--- src/rtl/phy_reg_pkg.sv ---
// Shared types for the PHY control-register access master.
// Assumes: consumers import this package before use.
package phy_reg_pkg;

    typedef enum logic [2:0] {
        ST_IDLE,
        ST_SETTLE,
        ST_SETUP,
        ST_WAIT_HI,
        ST_WAIT_LO
    } xfer_state_t;

endpackage

--- src/rtl/phy_reg_poll_timer.sv ---
// Poll pacing for one handshake phase: flags a poll in the first running
// cycle and then every GAP cycles, and flags the final allowed poll.
// Assumes: clear has priority and is raised one cycle before a phase starts.
module phy_reg_poll_timer #(
    parameter int GAP  = 500,
    parameter int MAXP = 10
) (
    input  logic clk,
    input  logic rst_n,
    input  logic clear,
    input  logic run,
    output logic poll,
    output logic last
);

    localparam int GAP_W = (GAP > 1) ? $clog2(GAP) : 1;
    localparam int CNT_W = (MAXP > 1) ? $clog2(MAXP + 1) : 1;

    logic [GAP_W-1:0] gap_q;
    logic [CNT_W-1:0] cnt_q;

    // Purpose: count cycles between polls and the polls already made.
    always_ff @(posedge clk) begin
        if (!rst_n || clear) begin
            gap_q <= '0;
            cnt_q <= '0;
        end else if (run) begin
            if (gap_q == '0) begin
                gap_q <= GAP_W'(GAP - 1);
                if (cnt_q != CNT_W'(MAXP - 1))
                    cnt_q <= cnt_q + 1'b1;
            end else begin
                gap_q <= gap_q - 1'b1;
            end
        end
    end

    assign poll = run && (gap_q == '0);
    assign last = (cnt_q == CNT_W'(MAXP - 1));

endmodule

--- src/rtl/phy_reg_lane_mux.sv ---
// Fans the active access out to one PHY's lines and picks that PHY's
// acknowledge and read data. Unselected PHYs see all zeros.
// Assumes: idx stays stable while active is high.
module phy_reg_lane_mux #(
    parameter int NUM_PHY = 2,
    parameter int ADDR_W  = 16,
    parameter int DATA_W  = 16,
    parameter int IDX_W   = 1
) (
    input  logic                      active,
    input  logic [IDX_W-1:0]          idx,
    input  logic [ADDR_W-1:0]         addr,
    input  logic [DATA_W-1:0]         wdata,
    input  logic                      rd_en,
    input  logic                      wr_en,
    output logic [NUM_PHY*ADDR_W-1:0] phy_addr,
    output logic [NUM_PHY*DATA_W-1:0] phy_wdata,
    output logic [NUM_PHY-1:0]        phy_rd_en,
    output logic [NUM_PHY-1:0]        phy_wr_en,
    input  logic [NUM_PHY-1:0]        phy_ack,
    input  logic [NUM_PHY*DATA_W-1:0] phy_rdata,
    output logic                      ack_sel,
    output logic [DATA_W-1:0]         rdata_sel
);

    for (genvar p = 0; p < NUM_PHY; p++) begin : g_lane
        logic hit;
        assign hit = active && (idx == IDX_W'(p));
        assign phy_addr[p*ADDR_W +: ADDR_W]  = hit ? addr  : '0;
        assign phy_wdata[p*DATA_W +: DATA_W] = hit ? wdata : '0;
        assign phy_rd_en[p] = hit && rd_en;
        assign phy_wr_en[p] = hit && wr_en;
    end

    // Purpose: return the chosen PHY's acknowledge and read data.
    always_comb begin
        ack_sel   = 1'b0;
        rdata_sel = '0;
        for (int p = 0; p < NUM_PHY; p++) begin
            if (idx == IDX_W'(p)) begin
                ack_sel   = phy_ack[p];
                rdata_sel = phy_rdata[p*DATA_W +: DATA_W];
            end
        end
    end

endmodule

--- src/rtl/phy_reg_master.sv ---
// Top of the PHY control-register access master. Runs one access at a
// time: optional select settle, one setup cycle, the acknowledge-high
// phase, then the acknowledge-low phase, each phase with its own
// bounded poll window.
// Assumes: host_phy < NUM_PHY; SETTLE_CYCLES, POLL_GAP, MAX_POLLS >= 1.
module phy_reg_master
    import phy_reg_pkg::*;
#(
    parameter int NUM_PHY       = 2,
    parameter int ADDR_W        = 16,
    parameter int DATA_W        = 16,
    parameter int POLL_GAP      = 500,
    parameter int MAX_POLLS     = 10,
    parameter int SETTLE_CYCLES = 50,
    localparam int IDX_W        = (NUM_PHY > 1) ? $clog2(NUM_PHY) : 1
) (
    input  logic                      clk,
    input  logic                      rst_n,
    input  logic                      host_start,
    input  logic                      host_write,
    input  logic [IDX_W-1:0]          host_phy,
    input  logic [ADDR_W-1:0]         host_addr,
    input  logic [DATA_W-1:0]         host_wdata,
    output logic [DATA_W-1:0]         host_rdata,
    output logic                      host_done,
    output logic                      host_err,
    output logic                      host_err_release,
    output logic                      host_busy,
    output logic [NUM_PHY-1:0]        phy_sel,
    output logic [NUM_PHY*ADDR_W-1:0] phy_addr,
    output logic [NUM_PHY*DATA_W-1:0] phy_wdata,
    output logic [NUM_PHY-1:0]        phy_rd_en,
    output logic [NUM_PHY-1:0]        phy_wr_en,
    input  logic [NUM_PHY-1:0]        phy_ack,
    input  logic [NUM_PHY*DATA_W-1:0] phy_rdata
);

    localparam int SET_W = (SETTLE_CYCLES > 1) ? $clog2(SETTLE_CYCLES + 1) : 1;

    xfer_state_t       state_q;
    logic              wr_q;
    logic [IDX_W-1:0]  idx_q;
    logic [ADDR_W-1:0] addr_q;
    logic [DATA_W-1:0] wdata_q;
    logic [NUM_PHY-1:0] sel_q;
    logic [SET_W-1:0]  settle_q;
    logic              en_q;
    logic [DATA_W-1:0] rdata_q;
    logic              done_q, err_q, late_q;

    logic              ack_sel;
    logic [DATA_W-1:0] rdata_sel;
    logic              poll, last, t_clear, t_run;

    assign t_run   = (state_q == ST_WAIT_HI) || (state_q == ST_WAIT_LO);
    assign t_clear = (state_q == ST_SETUP) ||
                     ((state_q == ST_WAIT_HI) && poll && ack_sel);

    phy_reg_poll_timer #(
        .GAP  (POLL_GAP),
        .MAXP (MAX_POLLS)
    ) u_timer (
        .clk   (clk),
        .rst_n (rst_n),
        .clear (t_clear),
        .run   (t_run),
        .poll  (poll),
        .last  (last)
    );

    phy_reg_lane_mux #(
        .NUM_PHY (NUM_PHY),
        .ADDR_W  (ADDR_W),
        .DATA_W  (DATA_W),
        .IDX_W   (IDX_W)
    ) u_mux (
        .active    (state_q != ST_IDLE),
        .idx       (idx_q),
        .addr      (addr_q),
        .wdata     (wdata_q),
        .rd_en     (en_q && !wr_q),
        .wr_en     (en_q && wr_q),
        .phy_addr  (phy_addr),
        .phy_wdata (phy_wdata),
        .phy_rd_en (phy_rd_en),
        .phy_wr_en (phy_wr_en),
        .phy_ack   (phy_ack),
        .phy_rdata (phy_rdata),
        .ack_sel   (ack_sel),
        .rdata_sel (rdata_sel)
    );

    // Purpose: sequence one access through settle, setup and both phases.
    always_ff @(posedge clk) begin
        if (!rst_n) begin
            state_q  <= ST_IDLE;
            wr_q     <= 1'b0;
            idx_q    <= '0;
            addr_q   <= '0;
            wdata_q  <= '0;
            sel_q    <= '0;
            settle_q <= '0;
            en_q     <= 1'b0;
            rdata_q  <= '0;
            done_q   <= 1'b0;
            err_q    <= 1'b0;
            late_q   <= 1'b0;
        end else begin
            done_q <= 1'b0;
            err_q  <= 1'b0;
            late_q <= 1'b0;
            unique case (state_q)
                ST_IDLE: begin
                    if (host_start) begin
                        wr_q    <= host_write;
                        idx_q   <= host_phy;
                        addr_q  <= host_addr;
                        wdata_q <= host_wdata;
                        if (sel_q[host_phy]) begin
                            state_q <= ST_SETUP;
                        end else begin
                            sel_q[host_phy] <= 1'b1;
                            settle_q        <= SET_W'(SETTLE_CYCLES - 1);
                            state_q         <= ST_SETTLE;
                        end
                    end
                end
                ST_SETTLE: begin
                    if (settle_q == '0)
                        state_q <= ST_SETUP;
                    else
                        settle_q <= settle_q - 1'b1;
                end
                ST_SETUP: begin
                    en_q    <= 1'b1;
                    state_q <= ST_WAIT_HI;
                end
                ST_WAIT_HI: begin
                    if (poll) begin
                        if (ack_sel) begin
                            if (!wr_q)
                                rdata_q <= rdata_sel;
                            en_q    <= 1'b0;
                            state_q <= ST_WAIT_LO;
                        end else if (last) begin
                            en_q    <= 1'b0;
                            done_q  <= 1'b1;
                            err_q   <= 1'b1;
                            state_q <= ST_IDLE;
                        end
                    end
                end
                ST_WAIT_LO: begin
                    if (poll) begin
                        if (!ack_sel) begin
                            done_q  <= 1'b1;
                            state_q <= ST_IDLE;
                        end else if (last) begin
                            done_q  <= 1'b1;
                            err_q   <= 1'b1;
                            late_q  <= 1'b1;
                            state_q <= ST_IDLE;
                        end
                    end
                end
                default: state_q <= ST_IDLE;
            endcase
        end
    end

    assign host_busy        = (state_q != ST_IDLE);
    assign host_done        = done_q;
    assign host_err         = err_q;
    assign host_err_release = late_q;
    assign host_rdata       = rdata_q;
    assign phy_sel          = sel_q;

endmodule

--- config.mk ---
export PLATFORM = sky130hd
export DESIGN_NAME = phy_reg_master
export DESIGN_NICKNAME = d
export VERILOG_FILES = /design/src/rtl/phy_reg_pkg.sv /design/src/rtl/phy_reg_poll_timer.sv /design/src/rtl/phy_reg_lane_mux.sv /design/src/rtl/phy_reg_master.sv
export SDC_FILE = /design/constraint.sdc
export NUM_CORES = 1
export LEC_CHECK = 0
export ABC_AREA = 1
export BUFFER_PORTS_ARGS = -buffer_cell sky130_fd_sc_hd__buf_2
export CORE_MARGIN = 2
export CORE_UTILIZATION = 44
export CTS_BUF_LIST = sky130_fd_sc_hd__clkbuf_16
export CTS_CLUSTER_SIZE = 30
export DETAILED_ROUTE_END_ITERATION = 16
export PLACE_DENSITY = 0.77
export SKIP_CTS_REPAIR_TIMING = 1
export SYNTH_ARGS = -nofsm -noshare
export SYNTH_HDL_FRONTEND = slang
export SYNTH_SLANG_ARGS = --single-unit
--- constraint.sdc ---
create_clock -name clk -period 1.6 [get_ports clk]
set_input_delay 0.16 -clock clk [delete_from_list [all_inputs] [get_ports clk]]
set_output_delay 0.16 -clock clk [all_outputs]
set_load 0.1 [all_outputs]
# Word level (Yosys, flattened, before mapping)
# Index checks and enable logic that the tools add are counted.
# totals
ff_bits,78
input_bits,71
output_inout_bits,90
elab_cells,104
# classes
n_addsub,3
order_cmp,2
n_eq_ne,13
n_mux,37
bitwise_logic,4
n_reduce_logical,31
# op_table
operator,n
$mux W16,5
$mux W3,7
$mux W6,3
$pmux W3 S5,1
$mux W1,14
$logic_and A1 B1 Y1,12
$ne A2 B2 Y1 const B,6
$pmux W6 S2,1
$reduce_and A4 Y1,3
$logic_not A9 Y1,1
$mux W9,1
$reduce_and A3 Y1,3
$sub A9 B1 Y9 const B,1
$eq A3 B2 Y1 const B,2
$logic_not A6 Y1,1
$pmux W1 S2,3
$sub A6 B1 Y6 const B,1
$add A4 B1 Y4 const B,1
$eq A4 B4 Y1 const B,1
$ne A4 B4 Y1 const B,1
$reduce_and A2 Y1,2
$reduce_bool A2 Y1,2
$eq A3 B1 Y1 const B,1
$eq A3 B3 Y1 const B,1
other kinds (11),16

# Logic depth before layout (Yosys ltp)
# Gate-level depths: netlist of run 1.
# logic_depth
word_depth,7
depth_mapped,11
depth_no_buf,11

# Modules after synthesis
# From an unflattened synthesis of run 1, not the netlist that was laid out.
# hier_totals
cells_unflattened,612
hier_area_um2,4124.0
# modules_own_cells
module,n_inst,cells_each,area_each_um2,seq_area_each_um2
phy_reg_master,1,348,2613.8,1301.2
phy_reg_lane_mux,1,165,802.0,0.0
phy_reg_poll_timer,1,99,708.2,260.2

# Worst setup path after synthesis of run 1
# No wires, ideal clock.
# synth_path
kind,register -> output
start,register state_q[2]
end,output port phy_rd_en[0]
t_arrival_ns,3.269
required_time_ns,1.440
setup_slack_ns,-1.829
stages_incl_launch_ff,7
n_path_buf,0
path_cell_list,dfxtp_1 -> inv_2 -> nand2_1 -> nor2_2 -> inv_2 -> nand2_1 -> nor3_1
# synth_via
elab_chain_len,3
# synth_lines
element,line_no,text
"start, declared",phy_reg_master.sv:40,xfer_state_t state_q;
"start signal, assigned",phy_reg_master.sv:96,state_q <= ST_IDLE;
"start signal, assigned",phy_reg_master.sv:120,state_q <= ST_SETUP;
"start signal, assigned",phy_reg_master.sv:124,state_q <= ST_SETTLE;
$reduce_bool A3 Y1,--,
named net host_busy,phy_reg_master.sv:28,"output logic host_busy,"
$logic_and A1 B1 Y1,phy_reg_lane_mux.sv:28,assign hit = active && (idx == IDX_W'(p));
$logic_and A1 B1 Y1,phy_reg_lane_mux.sv:31,assign phy_rd_en[p] = hit && rd_en;
"end, declared",phy_reg_master.sv:32,"output logic [NUM_PHY-1:0] phy_rd_en,"
# The timed path passes the listed nets, and every way through them passes these cells.

# Worst setup path in the final report of run 1
# layout_path
start,register state_q[1]
end,output port phy_wdata[31]
# layout_via
elab_chain_len,3
# layout_lines
element,line_no,text
$reduce_bool A3 Y1,phy_reg_master.sv:77,".active (state_q != ST_IDLE),"
$logic_and A1 B1 Y1,phy_reg_lane_mux.sv:28,
$mux W16,phy_reg_lane_mux.sv:30,assign phy_wdata[p*DATA_W +: DATA_W] = hit ? wdata : '0;
"end, declared",phy_reg_master.sv:31,"output logic [NUM_PHY*DATA_W-1:0] phy_wdata,"
# No other way between the ends.

==> impl_metrics.json, run 1 <==
{
  "port_buffers": 160,
  "crit_path_end_kind": "output pin",
  "placed_area_um2": 6190,
  "fp.coreArea_um2": 8720,
  "slew_viol_final": 0,
  "wire_per_inst_um": 17.6,
  "synth_top_area_cell": "dfxtp_1",
  "critical_path_class": "register to output pin",
  "grt_use_met1_pct": 30.7,
  "tns_ns": -13.21,
  "grt_overflow": 0,
  "setup_viol": 93,
  "synth_compound_area_share_pct": 14.2,
  "synthDominantCellAreaShare_pct": 39.3,
  "cpLargestDelayFamily": "buffers and inverters",
  "yosys.area_share.xor_xnor_pct": 1.54,
  "relSlewSlack_pct": 60.2,
  "reg2reg_depth": 9,
  "synth.most_common_cell": "nand2_1",
  "holdWs_ns": 0.0986,
  "drv_cap": 0,
  "crit_slowest_cell": "dfxtp_2",
  "grt_max_degree": 70,
  "cts_tree": "yes",
  "final_nets": 861,
  "rsz0062_at_grt": "yes",
  "use_met3_pct": 6.95,
  "status": "complete, but fails checks",
  "async_flop_share_pct": 0,
  "regToRegSetupSlack_ns": -0.09,
  "synth_top_cells_by_count": "nand2_1, nor2_1, inv_1",
  "cts_buffer_depth": 2,
  "ys_types": 28,
  "dpl.cell_count": 869,
  "synth_top_family_by_area": "simple AND/OR/NAND/NOR gates",
  "powerDensity_nw_per_um2": 1750,
  "slowest_delay_ns": 0.34,
  "synth_edf_count": 0,
  "start_util_pct": 45.5,
  "num_vias": 4890,
  "cp.arrival_ns": 1.66,
  "worst_slew_pin_slew_ns": 0.596,
  "ys.flop_type": "dfxtp_1",
  "hold_depth": 3,
  "die_x_um": 99.0,
  "use_met2_pct": 46.7,
  "clkTransAtPathRegs_ns": 0.07,
  "synthAdderAreaFrac_pct": 1.58,
  "hpwlAfterDp_um": 9290,
  "dpl_worst_slack_ns": -0.0357,
  "worst_setup_path_start_kind": "register",
  "track_usage_pct": 26.2,
  "netlist_area_um2": 3970,
  "synth_seq_area_share_pct": 39.3,
  "final.period_utilization_pct": 114,
  "cp_max_fo": 6,
  "synth_seq_cells": 78,
  "path_cells": "inv_2, nand2_2, nor2_4, clkinv_4, nand2_8, clkbuf_16, nor2_4, buf_12",
  "viasPerCell": 5.43,
  "ys_warn_count": 0,
  "io_pins": 161,
  "die_h_um": 99.0,
  "synthMuxAreaShare_pct": 0,
  "grt_pass1_wl_um": 20900,
  "p_leak_nw": 3.07,
  "wl_um": 15800,
  "final_cells": 900,
  "hold_viol_final": 0,
  "worst-path-buf-inv": 4,
  "rr_endpoint": "wdata_q[13]$_SDFFE_PN0P_",
  "fin_crit_ns": 1.82,
  "synth_cells": 612,
  "synth.net_count": 688,
  "synthToLayoutAreaGrowth_pct": 76.0,
  "root_buffer": "clkbuf_16",
  "firstDrtPassIters": 8,
  "synthSimpleGateAreaFrac_pct": 29.5,
  "reg2reg_from": "state_q[1]$_SDFFE_PN0P_",
  "htreeDepth": 3,
  "num_rows": 34,
  "clkSinkCount": 78,
  "cts_buffers": 9,
  "synth_area_per_cell_um2": 6.49,
  "cpMostUsedCell": "nor2_4",
  "hp-class": "input port to register",
  "hold_path.startpoint": "host_addr[9]",
  "antenna_found_initial": 2,
  "fin_area_um2": 6990,
  "drtIter0Drc": 482,
  "netlist_top_cells_area": "dfxtp_1, nand2_1, nor2_1, inv_1, a21oi_1",
  "top_usage_layer": "met2",
  "finClkSkew_ns": 0.00909,
  "grt_pass1_vias": 4373,
  "worstHoldEndpoint": "addr_q[9]$_SDFFE_PN0P_",
  "setup_ws_ns": -0.216,
  "violations": "setup timing",
  "drive_gt1_share_pct": 40.0,
  "max_freq_mhz": 551,
  "die_area_um2": 9800,
  "remaining_drc_errors": 0,
  "clock_latency_ns": 0.35,
  "crit_required_ns": 1.44,
  "ant_nets": 0,
  "place_congestion": 0.839,
  "ir_drop_uv": 1040
}
## through the flow
| step | utilization [%] | power, mW |
|---|---|---|
| after floorplan | - | 6.84 |
| after global placement | 70.9 | 8.66 |
| after detailed placement | 70.9 | 8.87 |
| after CTS | 74.3 | 10.9 |
| after global routing | 80.1 | 12.7 |
| final | 80.1 | 12.3 |
## area by class of cell
type	count	area, um2
multi-input cells	405	2380
repair inverters	1	7.51
diodes	2	5.00
inverters	103	394
flip-flops and latches	78	1570
well taps	108	135
clock inverters	7	66.3
repair buffers	187	2210
clock buffers	9	225
fillers	483	1730
## sequential cells by signal, summed over array words and instances, names as in the netlist, 2 cells and up
register	flops
addr_q	16
host_rdata	16
wdata_q	16
u_timer.gap_q	9
settle_q	6
u_timer.cnt_q	4
state_q	3
phy_sel	2
## worst register-to-register path: stages, from the launching register on
cell      delay, ns
dfxtp_2        0.34
inv_2          0.07
nand2_2        0.06
nor2_4         0.15
clkinv_4       0.12
nor2_2         0.12
inv_2          0.06
buf_12         0.19
o21ai_0        0.29
a21oi_1        0.14
## logic make-up (layout without fill, tap and decap cells)
kind of cell	Yosys count	after routing
AND/OR/NAND/NOR	280	282
buffers and inverters	131	307
AO/OA/AOI/OAI	111	111
flip-flops	78	78
XOR/XNOR	7	7
adder cells (fa/ha/maj)	5	5
other	0	2
## cells in the final DEF (no fill, tap or decap), types with 8 or more instances in the layout
cell	count
inv_2	8
nand4_1	8
buf_4	15
nand2_2	11
nand3_1	18
nor2_2	25
nor2_4	48
a21oi_1	53
o21ai_0	38
nand2_1	121
nor2_1	35
dfxtp_1	72
buf_2	91
inv_1	93
o21ai_1	15
buf_12	75
clkbuf_16	14
## layer usage
layer,routed length [um],part of all wire [%],vias up
li1,-,-,2242
met1,5470,35,2247
met2,8150,52,324
met3,1510,9.6,77
met4,681,4.3,0
met5,0,0,-
## how the worst max path moves through the flow
stage / start / end / slack (ns) / depth (start not counted)
after floorplan: state_q[2]$_SDFFE_PN0P_ / phy_addr[0] / -0.58 / 7
after global placement: u_timer.gap_q[0]$_SDFFE_PP0P_ / host_rdata[12]$_SDFFE_PN0P_ / 0.04 / 9
after detailed placement: u_timer.gap_q[0]$_SDFFE_PP0P_ / host_rdata[12]$_SDFFE_PN0P_ / -0.04 / 9
after CTS: state_q[1]$_SDFFE_PN0P_ / phy_rd_en[1] / -0.31 / 8
after global routing: state_q[1]$_SDFFE_PN0P_ / phy_wdata[10] / -0.25 / 8
final: state_q[1]$_SDFFE_PN0P_ / phy_wdata[31] / -0.22 / 8
## power breakdown
| part | total, mW | switching (mW) | leakage [nW] | internal, mW |
|---|---|---|---|---|
| Sequential | 2.65 | 0.289 | 0.641 | 2.36 |
| Combinational | 7.54 | 5.09 | 2.29 | 2.45 |
| Clock | 2.07 | 0.869 | 0.139 | 1.20 |
| Total | 12.3 | 6.25 | 3.07 | 6.01 |
No activity file was read; power rests on OpenSTA's default activity.
==> run 2, diff against run 1 <==
Settings changed: PLACE_DENSITY 0.77 to unset, PLACE_DENSITY_LB_ADDON set to 0.2.
==> run 2 against run 1 <==
Against the previous run: the flow still finishes with violations (setup timing); sequential power is 2% lower; hold slack better by 0.0039 ns; via count is 7.8% lower; flip-flop and latch count stayed put; critical path type unchanged; largest cell class unchanged.
==> impl_metrics.json, run 2 (synthesis gave the netlist of run 1 again) <==
{
  "cts_buffers": 9,
  "cp_max_fo": 6,
  "clkTransAtPathRegs_ns": 0.06,
  "hp-class": "input port to register",
  "firstDrtPassIters": 5,
  "htreeDepth": 3,
  "num-fill-cells": 532,
  "wl_um": 13400,
  "switching_share_pct": 49.5,
  "clkSinkCount": 78,
  "drive_gt1_share_pct": 40.8,
  "holdWs_ns": 0.102,
  "rsz0062_at_grt": "yes",
  "p_leak_nw": 3.07,
  "ant_nets": 0,
  "num_rows": 34,
  "track_usage_pct": 23.6,
  "setup_ws_ns": -0.155,
  "status": "complete, but fails checks",
  "relSlewSlack_pct": 55.2,
  "mostFrequentLayoutCells": "nand2_1, inv_1, buf_2",
  "grt_pass1_wl_um": 19100,
  "violations": "setup timing",
  "clkPwrFrac_pct": 17.4,
  "powerDensity_nw_per_um2": 1710,
  "grt_pass1_vias": 4206,
  "final_common_cell": "nand2_1",
  "slew_viol_final": 0,
  "combPwrFrac_pct": 60.3,
  "grt_overflow": 0,
  "hpwlAfterDp_um": 8550,
  "viasPerCell": 5.01,
  "die_x_um": 99.0,
  "fin_crit_ns": 1.75,
  "clock_latency_ns": 0.33,
  "crit_path_end_kind": "output pin",
  "worst_slew_pin_slew_ns": 0.667,
  "crit_required_ns": 1.44,
  "io_pins": 161,
  "internal-power_mw": 5.89,
  "ir_drop_uv": 889,
  "drtIter0Drc": 227,
  "die_h_um": 99.0,
  "finClkSkew_ns": 0.00585,
  "antenna_found_initial": 0,
  "final_nets": 862,
  "drv_cap": 0,
  "synthToLayoutAreaGrowth_pct": 72.0,
  "wire_per_inst_um": 14.8,
  "start_util_pct": 45.5,
  "max_freq_mhz": 570,
  "hold_path.startpoint": "host_addr[6]",
  "fp.coreArea_um2": 8720,
  "hold_viol_final": 0,
  "startpoint": "state_q[1]$_SDFFE_PN0P_",
  "port_buffers": 160,
  "root_buffer": "clkbuf_16",
  "setup_viol": 68,
  "p_switching_mw": 5.77,
  "final.period_utilization_pct": 110,
  "critical_path_class": "register to output pin",
  "dpl_worst_slack_ns": -0.0234,
  "cp.arrival_ns": 1.59,
  "worst_setup_path_start_kind": "register",
  "die_area_um2": 9800,
  "remaining_drc_errors": 0,
  "reg2reg_from": "u_timer.gap_q[0]$_SDFFE_PP0P_",
  "cts_buffer_depth": 2,
  "cts_tree": "yes",
  "grt_max_degree": 56,
  "place_congestion": 0.882,
  "num_vias": 4508,
  "seq_power_share_pct": 22.3
}
run 2: cell types whose count changed in the layout (fill, tap and decap cells not counted), sizes merged:
cell and delta:
diode -1, clkbuf -3, buf +5, clkinv +2, clkinvlp -3, nand2 -1
inv +1
run 2: through the flow:
step	TNS, ns	power [mW]	util, %	std cells	instance area, um2
3_5_place_dp	-0.0724	8.39	67.5	877	5890
6_report	-8.18	11.7	78.3	900	6830
4_1_cts	-14.86	10.4	70.8	893	6170
3_3_place_gp	0	8.25	67.5	877	5890
2_1_floorplan	-37.68	6.84	-	612	4190
5_1_grt	-12.93	12.2	78.3	899	6830
run 2: worst max-delay path, cell delays in order, from the launching register on:
cell      delay, ns
dfxtp_2        0.32
inv_2          0.07
nand2_2        0.06
nor2_4         0.13
clkinv_4       0.11
nand2_8        0.13
buf_6          0.20
nor2_4         0.06
buf_12         0.16
run 2: power by group through the flow:
stage / Combinational (mW) / Clock [mW] / Sequential, mW
floorplan: 4.06 / 0 / 2.78
finish: 7.03 / 2.03 / 2.60
detailed placement: 5.80 / 0 / 2.60
global route: 7.45 / 2.14 / 2.64
global placement: 5.67 / 0 / 2.58
CTS: 5.82 / 2.05 / 2.56
run 2: per-layer routing:
layer	global-route usage [%]	vias to the layer above	wire length (um)
met4	8.22	0	385
li1	-	2232	-
met3	5.74	32	869
met5	0	-	0
met1	28.3	2066	5110
met2	41.3	178	7000
run 2: final cells by class:
class	count	area, um2	area share (%)
antenna	1	2.50	0.0366
clock buffer	9	225	3.30
clock inverter	7	63.8	0.934
inverter	103	399	5.84
multi-input combinational	404	2260	33.1
sequential	78	1570	23.0
tap	108	135	1.98
timing repair buffer	189	2170	31.7
timing repair inverter	1	6.26	0.0916
run 2: path summary, 6_finish.rpt:
path	to	slack (ns)	depth (start not counted)
hold / removal	addr_q[6]$_SDFFE_PN0P_	0.10	3
setup / recovery	phy_wdata[0]	-0.15	8
setup reg to reg	host_rdata[13]$_SDFFE_PN0P_	0.01	9
hold reg to reg	u_timer.gap_q[8]$_SDFFE_PP0P_	0.48	2
